**src/rtl/adc_ser_pkg.sv**
```systemverilog
package adc_ser_pkg;

    // Controller phases; frame states keep the serial clock generator running
    typedef enum logic [3:0] {
        S_IDLE,
        S_WR_LEAD,
        S_WR_LOW,
        S_WR_HIGH,
        S_CONV,
        S_EOC_WAIT,
        S_RD_LEAD,
        S_RD_LOW,
        S_RD_HIGH
    } ser_state_t;

    // Fixed flag bits inside the control word: hardware convert start, no standby
    localparam logic SW_CONV_FLAG = 1'b0;
    localparam logic SW_STBY_FLAG = 1'b0;

endpackage

```
**src/rtl/adc_ser_clkdiv.sv**
```systemverilog
module adc_ser_clkdiv #(
    parameter int DIV_HALF = 3
) (
    input  logic clk,
    input  logic rst_n,
    input  logic en,
    output logic half_tick
);
    localparam int CW = (DIV_HALF > 1) ? $clog2(DIV_HALF) : 1;
    localparam logic [CW-1:0] LAST = CW'(DIV_HALF - 1);

    logic [CW-1:0] cnt;

    assign half_tick = en && (cnt == LAST);

    always_ff @(posedge clk) begin
        if (!rst_n || !en || half_tick) begin
            cnt <= '0;
        end else begin
            cnt <= cnt + 1'b1;
        end
    end
endmodule

```
**src/rtl/adc_ser_shreg.sv**
```systemverilog
module adc_ser_shreg #(
    parameter int WIDTH = 8
) (
    input  logic             clk,
    input  logic             rst_n,
    input  logic             load,
    input  logic [WIDTH-1:0] load_val,
    input  logic             shift,
    input  logic             sin,
    output logic [WIDTH-1:0] q
);
    always_ff @(posedge clk) begin
        if (!rst_n) begin
            q <= '0;
        end else if (load) begin
            q <= load_val;
        end else if (shift) begin
            q <= {q[WIDTH-2:0], sin};
        end
    end
endmodule

```
**src/rtl/adc_serial_host.sv**
```systemverilog
module adc_serial_host
    import adc_ser_pkg::*;
#(
    parameter int CH_BITS  = 3,
    parameter int RES_BITS = 12,
    parameter int DIV_HALF = 3,
    parameter int CONV_CYC = 4
) (
    input  logic                clk,
    input  logic                rst_n,
    input  logic                start,
    input  logic [CH_BITS-1:0]  chan,
    input  logic                fmt,
    output logic                sclk,
    output logic                tfs_n,
    output logic                din,
    output logic                rfs_n,
    input  logic                dout,
    output logic                convst,
    input  logic                eoc_n,
    output logic [RES_BITS-1:0] result,
    output logic                done
);
    localparam int CTRL_BITS = CH_BITS + 3;
    localparam int MAX_BITS  = (CTRL_BITS > RES_BITS) ? CTRL_BITS : RES_BITS;
    localparam int BCW       = $clog2(MAX_BITS);
    localparam int PCW       = $clog2(CONV_CYC + 1);
    localparam logic [BCW-1:0] WR_LAST_IDX = BCW'(CTRL_BITS - 1);
    localparam logic [BCW-1:0] RD_LAST_IDX = BCW'(RES_BITS - 1);
    localparam logic [PCW-1:0] PULSE_LAST  = PCW'(CONV_CYC - 1);

    ser_state_t            state, nxt;
    logic                  tick, run_clk;
    logic [BCW-1:0]        bit_cnt;
    logic [PCW-1:0]        pul_cnt;
    logic                  wr_last, rd_last;
    logic                  ctl_load, ctl_shift, rx_shift, last_cap, last_q;
    logic [CTRL_BITS-1:0]  tx_q;
    logic [RES_BITS-1:0]   rx_q;

    assign wr_last   = (bit_cnt == WR_LAST_IDX);
    assign rd_last   = (bit_cnt == RD_LAST_IDX);
    assign ctl_load  = (state == S_IDLE) && start;
    assign ctl_shift = (state == S_WR_LOW) && tick && !wr_last;
    assign rx_shift  = tick && ((state == S_RD_LEAD) || (state == S_RD_HIGH));
    assign last_cap  = (state == S_RD_HIGH) && tick && rd_last;
    assign din       = tx_q[CTRL_BITS-1];

    adc_ser_clkdiv #(.DIV_HALF(DIV_HALF)) u_div (
        .clk(clk), .rst_n(rst_n), .en(run_clk), .half_tick(tick)
    );

    adc_ser_shreg #(.WIDTH(CTRL_BITS)) u_tx (
        .clk(clk), .rst_n(rst_n), .load(ctl_load),
        .load_val({chan, SW_CONV_FLAG, SW_STBY_FLAG, fmt}),
        .shift(ctl_shift), .sin(1'b0), .q(tx_q)
    );

    adc_ser_shreg #(.WIDTH(RES_BITS)) u_rx (
        .clk(clk), .rst_n(rst_n), .load(1'b0), .load_val('0),
        .shift(rx_shift), .sin(dout), .q(rx_q)
    );

    // State register
    always_ff @(posedge clk) begin
        if (!rst_n) state <= S_IDLE;
        else        state <= nxt;
    end

    // Transition logic
    always_comb begin
        nxt = state;
        unique case (state)
            S_IDLE:     if (start) nxt = S_WR_LEAD;
            S_WR_LEAD:  if (tick) nxt = S_WR_LOW;
            S_WR_LOW:   if (tick) nxt = wr_last ? S_CONV : S_WR_HIGH;
            S_WR_HIGH:  if (tick) nxt = S_WR_LOW;
            S_CONV:     if (pul_cnt == PULSE_LAST) nxt = S_EOC_WAIT;
            S_EOC_WAIT: if (!eoc_n) nxt = S_RD_LEAD;
            S_RD_LEAD:  if (tick) nxt = S_RD_LOW;
            S_RD_LOW:   if (tick) nxt = rd_last ? S_IDLE : S_RD_HIGH;
            S_RD_HIGH:  if (tick) nxt = S_RD_LOW;
            default:    nxt = S_IDLE;
        endcase
    end

    // Moore outputs decoded from the state register
    always_comb begin
        sclk    = 1'b1;
        tfs_n   = 1'b1;
        rfs_n   = 1'b1;
        convst  = 1'b0;
        run_clk = 1'b0;
        unique case (state)
            S_WR_LEAD, S_WR_HIGH: begin tfs_n = 1'b0; run_clk = 1'b1; end
            S_WR_LOW:   begin tfs_n = 1'b0; sclk = 1'b0; run_clk = 1'b1; end
            S_CONV:     convst = 1'b1;
            S_RD_LEAD, S_RD_HIGH: begin rfs_n = 1'b0; run_clk = 1'b1; end
            S_RD_LOW:   begin rfs_n = 1'b0; sclk = 1'b0; run_clk = 1'b1; end
            default:    ;
        endcase
    end

    // Bit and pulse counters
    always_ff @(posedge clk) begin
        if (!rst_n) begin
            bit_cnt <= '0;
            pul_cnt <= '0;
        end else begin
            if (((state == S_WR_LOW) && wr_last) || ((state == S_RD_LOW) && rd_last)) begin
                if (tick) bit_cnt <= '0;
            end else if ((state == S_WR_LOW) || (state == S_RD_LOW)) begin
                if (tick) bit_cnt <= bit_cnt + 1'b1;
            end else if ((state == S_IDLE) || (state == S_EOC_WAIT)) begin
                bit_cnt <= '0;
            end
            pul_cnt <= (state == S_CONV) ? pul_cnt + 1'b1 : '0;
        end
    end

    // Completion: one cycle after the final capture
    always_ff @(posedge clk) begin
        if (!rst_n) begin
            last_q <= 1'b0;
            done   <= 1'b0;
            result <= '0;
        end else begin
            last_q <= last_cap;
            done   <= last_q;
            if (last_q) result <= rx_q;
        end
    end
endmodule

```
**config.mk**
```make
export PLATFORM = sky130hd
export DESIGN_NAME = adc_serial_host
export DESIGN_NICKNAME = d
export VERILOG_FILES = /design/src/rtl/adc_ser_pkg.sv /design/src/rtl/adc_ser_clkdiv.sv /design/src/rtl/adc_ser_shreg.sv /design/src/rtl/adc_serial_host.sv
export SDC_FILE = /design/constraint.sdc
export NUM_CORES = 1
export LEC_CHECK = 0
export BUFFER_PORTS_ARGS = -buffer_cell sky130_fd_sc_hd__buf_2
export CAP_MARGIN = 10
export CORE_UTILIZATION = 55
export DETAILED_ROUTE_END_ITERATION = 10
export PLACE_DENSITY = 0.77
export SLEW_MARGIN = 10
export SYNTH_ARGS = -nofsm -noshare
export SYNTH_HDL_FRONTEND = slang
export SYNTH_SLANG_ARGS = --single-unit
```
**constraint.sdc**
```tcl
create_clock -name clk -period 2.7 [get_ports clk]
set_clock_uncertainty 0.15 [all_clocks]
set_input_delay 0.54 -clock clk [delete_from_list [all_inputs] [get_ports clk]]
set_output_delay 0.54 -clock clk [all_outputs]
set_load 0.01 [all_outputs]
```
==> flow_summary.yaml <==
power:
  ir_drop_v: 0.000439
  power_density_nw_per_um2: 790
  p_leak_uw: 0.000962
placement:
  dpl.hpwl_um: 2400
  place_inst: 279
  port_buffers: 26
  routabilityCongestion: 0.902
clocking:
  clock_latency_ps: 350
  cts_resized: 0
  cts_buffers: 5
  cts_root_buf: "clkbuf_4"
  clock-sinks: 45
  cts_tree: "done"
  postCtsSetupBuffers: 0
  path_clk_slew_ps: 120
  htree_num_levels: 2
  clockBufferDepth: 2
  postCtsHoldBufs: 0
global_route:
  first_global_vias: 1326
  grt-ovfl-total: 0
  antenna_found_initial: 0
  grtUsageTotal_pct: 20.1
  grt_max_degree: 19
  grt_pass1_wl_um: 5580
drt:
  vias_per_cell: 5.39
  ant_nets: 0
  drc_errors: 0
  drt-met1-wl_um: 1710
  first_pass_iters: 4
  num_vias: 1547
  wl_um: 3460
  drt_iter0_markers: 66
  wl_per_cell_um: 12.1
  wl_met2_um: 1560
  met3_length_um: 135
  highest-signal-layer: "met4"
worst_setup_path:
  required_ps: 2010
  startpoint_type: "flop"
  critical_path_class: "reg -> out"
  critPathCaptureType: "output port"
  worstPathMaxFanout: 16
  cp_data_arrival_time_ps: 1830
sta:
  drv_slew: 0
  setup_viol: 0
  maxSlewHeadroom_pct: 51.5
  timing.final.crit_share_pct: 93.5
  hold_viol_final: 0
  finalSetupTns_ps: 0
  finalCriticalPeriod_ps: 2520
  rsz0062_at_grt: "false"
  fmax_mhz: 396
  worstMarginPinSlew_ps: 727
logic_synthesis:
  syn_area_um2: 1960
  synth_area_leaders: "dfxtp_1, mux2i_1, nor2_1"
  ys_warn_count: 0
  ys_types: 40
  synth_fp_nets: 231
  netlist_top_cells_count: "dfxtp_1, nor2_1, mux2i_1"
  synthFlopType: "dfxtp_1"
  synth_edf_count: 0
  synth.most_common_cell: "dfxtp_1"
  async_flop_share_pct: 0
  yosysTopAreaCellShare_pct: 46.0
  synth.largest_area_cell: "dfxtp_1"
  synth-seq-cells: 45
  synth_cells: 217
  synth-seq-area-share_pct: 46.0
  postSynthAreaPerCell_um2: 9.03
cells_and_area:
  n_antenna_cell: 0
  drive_gt1_share_pct: 16.6
  area.sequential_um2: 901
  syn_to_final_growth_pct: 11.7
  fillers: 326
  multi_input_area_um2: 987
  nNetsFinal: 254
  final_cell_count_no_fill: 287
die:
  die-area_um2: 3810
  core_area_um2: 3360
  initial_core_util_pct: 58.3
  die_w_um: 61.7
  rows: 21
  fp.dieH_um: 61.7
  num_io_pins: 27
outcome:
  outcome: "finished clean"
worst_hold_path:
  hold_class: "in -> reg"
job:
  drv_cap: 0
final timing paths:
| check | slack, ps | end | depth (start not counted) | from |
|---|---|---|---|---|
| worst min register to register | 270 | u_div.cnt[0]$_SDFF_PP0_ | 1 | u_div.cnt[0]$_SDFF_PP0_ |
| worst min-delay path | 270 | u_rx.q[0]$_SDFFE_PN0P_ | 3 | dout |
| worst max-delay path | 180 | convst | 3 | state[2]$_SDFFE_PN0P_ |
| worst max register to register | 480 | state[2]$_SDFFE_PN0P_ | 4 | state[2]$_SDFFE_PN0P_ |
critical path, stage by stage (launching register included):
cell and delay [ps]:
dfxtp_1 660, inv_1 170, nor4_1 440, buf_2 210
power breakdown:
part / switching (uW) / internal [uW] / total, uW
registers: 101 / 717 / 817
clock network: 206 / 197 / 404
logic: 297 / 211 / 508
total: 604 / 1130 / 1730
layer usage:
layer  global-route usage, %  vias to the layer above
met2                    32.3                       28
met4                    10.2                        0
met5                       0                        -
li1                        -                      801
met3                    4.20                        5
met1                    25.4                      713
sequential cells by signal, indices dropped and copies added (netlist names):
name,cells
result,12
u_rx.q,12
u_tx.q,6
bit_cnt,4
state,4
pul_cnt,3
u_div.cnt,2
done,1
last_q,1
through the flow:
| stage | worst slack, ps | hold slack (ps) | power, uW | instance area (um^2) | util (%) |
|---|---|---|---|---|---|
| after detailed placement | 565 | 257 | 1330 | 2110 | 62.7 |
| after global placement | 636 | 251 | 1320 | 2110 | 62.7 |
| final | 176 | 267 | 1730 | 2190 | 65.1 |
| after floorplan | 885 | 242 | 1210 | 1960 | - |
| after global routing | 42.9 | 271 | 1840 | 2190 | 65.1 |
| after CTS | 190 | 256 | 1740 | 2190 | 65.1 |
final cells by class:
class                      instances  share of cell area, %
timing repair buffer              28                   6.63
clock inverter                     2                   1.77
tap                               46                   2.63
sequential                        45                   41.1
multi-input combinational        155                   45.1
clock buffer                       6                   1.89
inverter                           5                  0.857
cell usage in the layout (no fill, tap or decap), drive strengths merged, types with 3 or more instances in the layout:
| cell | synthesis | routed |
|---|---|---|
| mux2i | 27 | 27 |
| nand3 | 8 | 8 |
| nor4 | 5 | 5 |
| a31oi | 3 | 3 |
| and2 | 3 | 3 |
| ha | 5 | 5 |
| a21oi | 12 | 12 |
| inv | 5 | 5 |
| nor2b | 3 | 3 |
| nand2 | 14 | 14 |
| and3b | 3 | 3 |
| clkbuf | 8 | 6 |
| buf | 4 | 28 |
| dfxtp | 45 | 45 |
| nor2 | 39 | 39 |
| o21ai | 8 | 8 |
cell families (layout without fill, tap and decap cells):
group                    Yosys count  in the layout  synth area share (%)
buffers and inverters             17             41                  3.64
adder cells (fa/ha/maj)            5              5                  3.19
multiplexers                      27             27                  13.8
AND/OR/NAND/NOR                   89             89                  22.7
AO/OA/AOI/OAI                     33             33                  10.3
XOR/XNOR                           1              1                 0.447
flip-flops                        45             45                  46.0
(Power assumes the default switching activity.)
